<file path="src/rtl/mcb_pkg.sv">
package mcb_pkg;

    typedef enum logic [1:0] {
        ACT_KEEP = 2'b00,
        ACT_FLIP = 2'b01,
        ACT_LOW  = 2'b10,
        ACT_HIGH = 2'b11
    } pin_act_e;

    typedef enum logic {
        SEQ_IDLE = 1'b0,
        SEQ_HELD = 1'b1
    } seq_state_e;

endpackage

</file>
<file path="src/rtl/mcb_seq.sv">
module mcb_seq
    import mcb_pkg::*;
(
    input  logic       clk,
    input  logic       rst_n,
    input  logic       match,
    output logic       hit,
    output seq_state_e state_o
);

    seq_state_e state_q;
    seq_state_e state_d;

    // state register
    always_ff @(posedge clk) begin
        if (!rst_n) state_q <= SEQ_IDLE;
        else        state_q <= state_d;
    end

    // transitions
    always_comb begin
        state_d = state_q;
        unique case (state_q)
            SEQ_IDLE: if (match)  state_d = SEQ_HELD;
            SEQ_HELD: if (!match) state_d = SEQ_IDLE;
            default:              state_d = SEQ_IDLE;
        endcase
    end

    // outputs
    always_comb begin
        hit = 1'b0;
        unique case (state_q)
            SEQ_IDLE: hit = match;
            SEQ_HELD: hit = 1'b0;
            default:  hit = 1'b0;
        endcase
    end

    assign state_o = state_q;

endmodule

</file>
<file path="src/rtl/mcb_pin_cell.sv">
module mcb_pin_cell
    import mcb_pkg::*;
(
    input  logic       clk,
    input  logic       rst_n,
    input  logic       fire,
    input  logic [1:0] act,
    input  logic       take_bc,
    input  logic       bc_level,
    output logic       pin
);

    logic     pin_d;
    pin_act_e act_e;

    assign act_e = pin_act_e'(act);

    always_comb begin
        pin_d = pin;
        if (take_bc) begin
            pin_d = bc_level;
        end else if (fire) begin
            unique case (act_e)
                ACT_KEEP: pin_d = pin;
                ACT_FLIP: pin_d = ~pin;
                ACT_LOW:  pin_d = 1'b0;
                ACT_HIGH: pin_d = 1'b1;
                default:  pin_d = pin;
            endcase
        end
    end

    always_ff @(posedge clk) begin
        if (!rst_n) pin <= 1'b0;
        else        pin <= pin_d;
    end

endmodule

</file>
<file path="src/rtl/mcb_flag.sv">
module mcb_flag (
    input  logic clk,
    input  logic rst_n,
    input  logic hit,
    input  logic rst_en,
    input  logic clr,
    output logic flag,
    output logic rst_req
);

    always_ff @(posedge clk) begin
        if (!rst_n) begin
            flag    <= 1'b0;
            rst_req <= 1'b0;
        end else begin
            if (hit)      flag <= 1'b1;
            else if (clr) flag <= 1'b0;
            rst_req <= hit & rst_en;
        end
    end

endmodule

</file>
<file path="src/rtl/mcb_broadcast.sv">
module mcb_broadcast
    import mcb_pkg::*;
#(
    parameter int NCH = 8
) (
    input  logic             clk,
    input  logic             rst_n,
    input  logic [NCH-1:0]   own_fire,
    input  logic [2*NCH-1:0] own_act,
    input  logic             master_match,
    input  logic [NCH-1:0]   bc_mask,
    input  logic [NCH-1:0]   bc_data,
    input  logic             rst_on_match,
    input  logic             flag_clr,
    output logic [NCH-1:0]   pin_out,
    output logic             master_flag,
    output logic             cnt_rst_req
);

    logic       hit;
    seq_state_e seq_state;

    mcb_seq u_seq (
        .clk     (clk),
        .rst_n   (rst_n),
        .match   (master_match),
        .hit     (hit),
        .state_o (seq_state)
    );

    for (genvar i = 0; i < NCH; i++) begin : g_ch
        mcb_pin_cell u_cell (
            .clk      (clk),
            .rst_n    (rst_n),
            .fire     (own_fire[i]),
            .act      (own_act[2*i +: 2]),
            .take_bc  (hit & bc_mask[i]),
            .bc_level (bc_data[i]),
            .pin      (pin_out[i])
        );
    end

    mcb_flag u_flag (
        .clk     (clk),
        .rst_n   (rst_n),
        .hit     (hit),
        .rst_en  (rst_on_match),
        .clr     (flag_clr),
        .flag    (master_flag),
        .rst_req (cnt_rst_req)
    );

endmodule

</file>
<file path="config.mk">
export PLATFORM = sky130hd
export DESIGN_NAME = mcb_broadcast
export DESIGN_NICKNAME = d
export VERILOG_FILES = /design/src/rtl/mcb_pkg.sv /design/src/rtl/mcb_seq.sv /design/src/rtl/mcb_pin_cell.sv /design/src/rtl/mcb_flag.sv /design/src/rtl/mcb_broadcast.sv
export SDC_FILE = /design/constraint.sdc
export NUM_CORES = 1
export LEC_CHECK = 0
export CAP_MARGIN = 0
export CORE_UTILIZATION = 25
export CTS_CLUSTER_SIZE = 8
export DETAILED_ROUTE_END_ITERATION = 7
export PLACE_DENSITY = 0.66
export SYNTH_ARGS = -nofsm -noshare
export SYNTH_HDL_FRONTEND = slang
export SYNTH_HIERARCHICAL = 1
export SYNTH_SLANG_ARGS = --single-unit
</file>
<file path="constraint.sdc">
create_clock -name clk -period 2.1 [get_ports clk]
set_input_delay 0.315 -clock clk [delete_from_list [all_inputs] [get_ports clk]]
set_output_delay 0.315 -clock clk [all_outputs]
set_load 0.01 [all_outputs]
</file>
# Yosys cells after proc, flatten, opt, wreduce, memory -nomap -nowiden
# Cells that the tools add are included.
# word_totals
out_inout_bits,10
elab_cells,114
ff_bits,11
input_bits,45
# op_classes
n_mux,28
eq_ne,32
n_reduce_logical,25
n_bitwise,18
# ops
op,count
equality test 2 bit (second input constant),16
one-hot mux 1 bit (3 select lines),8
2-to-1 mux 1 bit,19
nonzero test 2 bit,9
equality test 2 x 1 -> 1 bit (second input constant),8
logical NOT 2 bit,8
!= test 2 x 1 -> 1 bit (second input constant),8
AND reduction 2 bit,8
bitwise AND 1 bit,9
inverter 1 bit,9
one-hot mux 1 bit (2 select lines),1

# Logic depth before layout (Yosys ltp)
# Gate-level depths: netlist of run 1.
# logic_depth
depth_word,5
depth_mapped,4
ltp_nobuf,4

# Modules after synthesis
# The synthesis of run 1 kept the hierarchy.
# modules_own_cells
module,instances,area_each_um2,cells_per_inst,seq_area_each_um2
mcb_pin_cell,8,60.1,7,20.0
mcb_flag,1,67.6,5,40.0
mcb_broadcast,1,50.0,8,0.0
mcb_seq,1,40.0,3,20.0

# Worst setup path before layout of run 1
# OpenSTA, ideal clock, no wires.
# synth_timing
kind,reg-to-reg
start,reg g_ch[0].u_cell.pin
end,reg g_ch[0].u_cell.pin
required_time_ns,1.983
stages_incl_launch_ff,4
synth_period_minus_slack_ns,1.056
slack_ns,1.044
arrival_ns,0.939
setup_ns,0.117
n_path_buf,0
path_cell_list,dfxtp_1 -> mux2_1 -> a22oi_1 -> o21ai_1
# synth_via
elab_chain_cells,4
# synth_rtl
element,line_no,rtl
start: declaration,mcb_pin_cell.sv:10,output logic pin
start signal: assignment,mcb_pin_cell.sv:35,else pin <= pin_d;
inverter 1 bit,mcb_pin_cell.sv:25,ACT_FLIP: pin_d = ~pin;
one-hot mux 1 bit (3 select lines),mcb_pin_cell.sv:23,unique case (act_e)
2-to-1 mux 1 bit,mcb_pin_cell.sv:22,end else if (fire) begin
2-to-1 mux 1 bit,mcb_pin_cell.sv:20,if (take_bc) begin
# No other way between the ends. The select of a mux whose other input is x is not followed.
# A chain may end at the register's enable or synchronous reset.

# Worst setup path in the final report of run 1
# layout_timing
start,reg g_ch[0].u_cell.pin
end,out pin_out[0]
# layout_lines
element,line_no,rtl
end: declaration,mcb_broadcast.sv:15,"output logic [NCH-1:0] pin_out,"
# No word-level cell between the ends.

==> out/results.tsv, run 1 <==
stage	metric	value	unit
outcome	status	finished, final reports clean	
synth	count of cell types in the netlist	11	
setup_path	CP Buf/Inv Count	1	
floorplanning	Die Ht	52.5	µm
clock_network	clk sinks	11	
detailed_routing	DR WL/cell	10.9	µm
floorplanning	Core Area	0.00232	mm²
final_layout	register area	220	µm²
setup_path	Crit. path cell count	1	
clock_network	Clock Latency Late Sink	0.26	ns
global_routing	overflow left after global routing	0	
timing	setup TNS	0	ns
detailed_routing	Antenna Nets Post-Route	0	
clock_network	Root Buffer	clkbuf_4	
timing	crit path time final	1.51	ns
worst_hold_path	Hold Crit Class	flip-flop to flip-flop	
final_layout	multi-input combinational cell area	418	µm²
clock_network	CTS tree	yes	
place	Port Buf Inserts	54	
power	Leak	0.456	nW
synth	Mapped Nets	117	
synth	Mapped Avg Cell Area	8.86	µm²
synth	Post-Synthesis Cell Area	638	µm²
place	HPWL after DPL	1.39	mm
final_layout	Inserted Diodes	0	
setup_path	CP max stage delay	0.56	ns
floorplanning	die area	0.00276	mm²
timing	final setup fails	0	
detailed_routing	routed vias	745	
timing	Hold Fails Final Rpt	0	
global_routing	initial antenna violation count	0	
setup_path	crit path cell chain	clkdlybuf4s50_1	
global_routing	vias in the first global route	779	
synth	compound-cell area share of the yosys netlist	0.231	
timing	Slew HR	0.584	
timing	Final WS setup	0.585	ns
detailed_routing	WL final	1.72	mm
setup_path	Setup CP Type	flip-flop to output pin	
timing	max-slew violations	0	
synth	XOR/XNOR share of the synthesized area	0	
floorplanning	Top Ports	55	
setup_path	critical path startpoint category	flip-flop	
place	pre-CTS setup slack	0.548	ns
setup_path	Worst Path Max Fanout	3	
clock_network	clk slew on worst S/H paths	0.07	ns
final_layout	share of cells above drive strength 1	0.0385	
clock_network	number of buffers created by CTS	3	
timing	Clock Skew	0.00175	ns
setup_path	CP Capture Type	output pin	
setup_path	Req. time, crit path	1.78	ns
final_layout	nets@finish	176	
clock_network	cts repair resizes	0	
worst_hold_path	hold path cells	2	
synth	Post-Synth Simple-Gate Area	0.282	
setup_path	Crit path max-delay family	buffers and inverters	
synth	Seq/Total Area, Yosys	0.345	
final_layout	P&R area growth vs syn	94.3	%
setup_path	Arr. time, crit path	1.20	ns
floorplanning	FP Rows	17	
setup_path	Worst path slowest cell	clkdlybuf4s50_1	
synth	mux cell area share after synthesis	0.141	
synth	Gate Count Post-Synth	72	
global_routing	global-route wire length before repair	2.93	mm
floorplanning	starting density of the core	0.275	
global_routing	gr usage total	0.146	
synth	largest family of logic cells by synthesized area	simple AND/OR/NAND/NOR gates	
clock_network	H-tree depth	1	
global_routing	largest net degree at the start of global routing	20	
job	Max Cap Viol	0	
detailed_routing	drt first pass iters	3	
power	PD cells	462	mW/mm²
clock_network	Post-CTS Setup Bufs	0	
floorplanning	die width	52.5	µm
synth	Yosys reg bits	11	
setup_path	FF-to-FF path depth	3	
timing	Final Cycle Share	0.721	
detailed_routing	Iter 0 DRT Violations	5	
detailed_routing	drc violations	0	
clock_network	clock buffer depth	2	
timing	RSZ-0062 raised after global routing	no	
timing	fmax	660	MHz
synth	Synth Warn #	6	
final_layout	fill cell count	229	
timing	Worst Max-Slew Pin Slew	0.622	ns
power	Max IR drop VDD	332	µV
detailed_routing	vias per cell	4.72	
place	Final Wtd Congestion	0.653	
synth	post-synthesis adder-cell area fraction	0	
clock_network	cts hold-fix bufs	0	
Yosys cell counts:
cell / number / area [µm²]
and3_1: 1 / 6.26
and2_1: 9 / 56.3
a22oi_1: 8 / 60.1
o21a_1: 1 / 7.51
nor2b_4: 2 / 27.5
o21ai_0: 8 / 40.0
mux2_1: 8 / 90.1
dfxtp_1: 11 / 220
nand2b_1: 8 / 50.1
o21ai_1: 8 / 40.0
nand3_1: 8 / 40.0
metrics by stage:
step	instances	util	power (mW)	hold slack (ns)	instance area [µm²]
after floorplan	72	-	0.304	0.432	638
after global placement	154	0.523	0.429	0.548	1210
after detailed placement	154	0.523	0.433	0.562	1210
after CTS	158	0.535	0.581	0.580	1240
after global routing	158	0.535	0.610	0.605	1240
final	158	0.535	0.573	0.577	1240
layout by cell type, fill, tap and decap left out:
| master | Yosys | layout |
|---|---|---|
| a22oi_1 | 8 | 8 |
| and2_1 | 9 | 9 |
| and3_1 | 1 | 1 |
| clkbuf_1 | 0 | 1 |
| clkbuf_4 | 0 | 3 |
| clkdlybuf4s50_1 | 0 | 54 |
| dfxtp_1 | 11 | 11 |
| mux2_1 | 8 | 8 |
| nand2b_1 | 8 | 8 |
| nand3_1 | 8 | 8 |
| nor2b_4 | 2 | 2 |
| o21a_1 | 1 | 1 |
| o21ai_0 | 8 | 8 |
| o21ai_1 | 8 | 8 |
flip-flops by register name (all words and copies together) (netlist names):
register	cells
u_seq/state_o	1
u_flag/rst_req	1
u_flag/flag	1
g_ch.u_cell/pin	8
final timing paths:
path                      start                  to  slack, ns
max          g_ch[0].u_cell/pin          pin_out[0]       0.59
min          g_ch[3].u_cell/pin  g_ch[3].u_cell/pin       0.58
max reg2reg  g_ch[0].u_cell/pin  g_ch[0].u_cell/pin       1.02
min reg2reg  g_ch[3].u_cell/pin  g_ch[3].u_cell/pin       0.58
layout make-up:
cell class                 count  share of cell area
clock buffer                   4              0.0212
multi-input combinational     61               0.337
sequential                    11               0.178
tap                           28              0.0283
timing repair buffer          54               0.436
power by group:
| part | switching (mW) | internal, mW |
|---|---|---|
| clock network | 0.0729 | 0.0734 |
| logic | 0.0554 | 0.133 |
| registers | 0.0130 | 0.225 |
| total | 0.141 | 0.432 |
logic make-up after synthesis:
group and Yosys count:
AND/OR/NAND/NOR 28, AO/OA/AOI/OAI 25, flip-flops 11, multiplexers 8
routing by layer:
metal  track usage  routed length, µm  up-vias
met2         0.274                824       34
li1              -                  -      387
met5             0                  0        -
met3        0.0696                177        2
met1         0.135                701      322
met4        0.0526                 12        0
Power figures use the tool's default switching activity.
==> inputs of run 2 (changes only) <==
Clock period 2.1 ns to 1.4 ns, I/O delays scaled along.
==> run 2 against run 1 <==
Effect of this change:
- global-route usage decreased by 1.3 points
- sequential share of layout area decreased by 0.11 points
- first-iteration DRC count increased by 20%
- power increased by 47%
- clock power increased by 45%
- register-to-register slack got worse by 0.69 ns
- die area unchanged
- largest cell class unchanged
==> out/results.tsv, run 2 (synthesis gave the netlist of run 1 again) <==
stage	metric	value	unit
outcome	status	finished, final reports clean	
global_routing	largest net degree at the start of global routing	20	
floorplanning	Core Area	0.00232	mm²
global_routing	initial antenna violation count	0	
detailed_routing	routed vias	739	
floorplanning	Die Ht	52.5	µm
clock_network	Root Buffer	clkbuf_4	
power	Comb pwr share	0.323	
timing	Final Cycle Share	0.943	
final_layout	Inserted Diodes	0	
timing	RSZ-0062 raised after global routing	no	
worst_hold_path	Hold Crit Class	input port to flip-flop	
final_layout	Largest register FFs	8	
setup_path	CP Buf/Inv Count	1	
power	Max IR drop VDD	573	µV
detailed_routing	DR WL/cell	10.5	µm
timing	Clock Skew	0.00428	ns
setup_path	Crit path max-delay family	buffers and inverters	
timing	Hold Fails Final Rpt	0	
timing	crit path time final	1.32	ns
floorplanning	FP Rows	17	
power	Sequential Power Share	0.424	
setup_path	Worst path slowest cell	clkdlybuf4s50_1	
timing	max-slew violations	0	
timing	Worst Max-Slew Pin Slew	0.201	ns
clock_network	clock buffer depth	2	
global_routing	vias in the first global route	731	
floorplanning	starting density of the core	0.275	
timing	Final WS setup	0.0796	ns
setup_path	Req. time, crit path	1.19	ns
final_layout	P&R area growth vs syn	95.5	%
setup_path	Arr. time, crit path	1.11	ns
detailed_routing	Iter 0 DRT Violations	6	
clock_network	Clock Latency Late Sink	0.26	ns
place	pre-CTS setup slack	0.00820	ns
final_layout	most common cell after layout, fill and taps aside	clkdlybuf4s50_1	
clock_network	CTS tree	yes	
floorplanning	die width	52.5	µm
clock_network	H-tree depth	1	
final_layout	nets@finish	177	
power	Sw Share	0.242	
power	Clk pwr share	0.252	
timing	final setup fails	0	
final_layout	share of cells above drive strength 1	0.0458	
power	Int Pwr	0.637	mW
clock_network	clk sinks	11	
place	Port Buf Inserts	54	
setup_path	Worst Path Max Fanout	1	
detailed_routing	drt first pass iters	3	
final_layout	Biggest register	g_ch.u_cell/pin	
setup_path	CP Capture Type	output pin	
power	PD cells	674	mW/mm²
timing	Slew HR	0.866	
global_routing	global-route wire length before repair	2.68	mm
power	Leak	0.528	nW
clock_network	clk slew on worst S/H paths	0.07	ns
place	HPWL after DPL	1.37	mm
global_routing	gr usage total	0.134	
setup_path	critical path startpoint category	flip-flop	
job	Max Cap Viol	0	
place	Final Wtd Congestion	0.642	
floorplanning	Top Ports	55	
global_routing	overflow left after global routing	0	
timing	setup TNS	0	ns
place	instance area at placement	0.00122	mm²
setup_path	Setup CP Type	flip-flop to output pin	
clock_network	number of buffers created by CTS	3	
power	Psw	0.204	mW
timing	fmax	757	MHz
detailed_routing	drc violations	0	
clock_network	Post-CTS Setup Bufs	0	
setup_path	CP max stage delay	0.54	ns
final_layout	Design Area, Final	0.00125	mm²
final_layout	commonest cells after routing, fill and taps aside	45 x clkdlybuf4s50_1, 11 x dfxtp_1, 9 x and2_1	
setup_path	crit path cell chain	clkdlybuf4s50_1	
detailed_routing	WL final	1.68	mm
detailed_routing	Antenna Nets Post-Route	0	
detailed_routing	vias per cell	4.65	
floorplanning	die area	0.00276	mm²
-- run 2: final timing paths --
| path | start | to | slack, ns | depth (start not counted) |
|---|---|---|---|---|
| setup / recovery | u_flag/rst_req | cnt_rst_req | 0.08 | 1 |
| hold / removal | bc_data[1] | g_ch[1].u_cell/pin | 0.51 | 3 |
| setup reg to reg | g_ch[4].u_cell/pin | g_ch[4].u_cell/pin | 0.33 | 3 |
| hold reg to reg | g_ch[2].u_cell/pin | g_ch[2].u_cell/pin | 0.56 | 2 |
-- run 2: area by class of cell --
type	count	area (µm²)
Clock buffer	4	26.3
Timing Repair Buffer	55	548
Tap cell	28	35.0
Sequential cell	11	220
Fill cell	233	1070
Multi-Input combinational cell	61	418
-- run 2: power by group through the flow --
| stage | logic, mW | clock network, mW | registers [mW] |
|---|---|---|---|
| floorplan | 0.0830 | 0 | 0.373 |
| global placement | 0.282 | 0 | 0.363 |
| detailed placement | 0.287 | 0 | 0.364 |
| CTS | 0.277 | 0.224 | 0.357 |
| global route | 0.298 | 0.236 | 0.360 |
| finish | 0.272 | 0.212 | 0.357 |
-- run 2: routing by layer --
layer | global-route usage | vias up | part of all wire
met1 | 0.112 | 313 | 0.41
met5 | 0 | - | 0
met2 | 0.262 | 34 | 0.47
met4 | 0.0395 | 0 | 0
met3 | 0.0725 | 0 | 0.11
li1 | - | 392 | -
-- run 2: timing repair --
| action | 4_1_cts | 5_1_grt |
|---|---|---|
| endpoints found under the setup margin | 6 | 3 |
| hold buffers | 0 | 0 |
| resized for setup | 6 | 3 |
-- run 2: metrics by stage --
| stage | instances | total power [mW] | utilization | hold slack, ns |
|---|---|---|---|---|
| 5_1_grt | 159 | 0.895 | 0.538 | 0.521 |
| 3_3_place_gp | 155 | 0.645 | 0.527 | 0.545 |
| 2_1_floorplan | 72 | 0.456 | - | 0.327 |
| 4_1_cts | 159 | 0.859 | 0.535 | 0.499 |
| 6_report | 159 | 0.841 | 0.538 | 0.508 |
| 3_5_place_dp | 155 | 0.651 | 0.527 | 0.565 |
==> inputs of run 3 (changes only) <==
Settings changed: SKIP_LAST_GASP set to 1.
==> results of run 3 <==
Same layout as run 2: the final DEF is identical, and so are final timing and power.
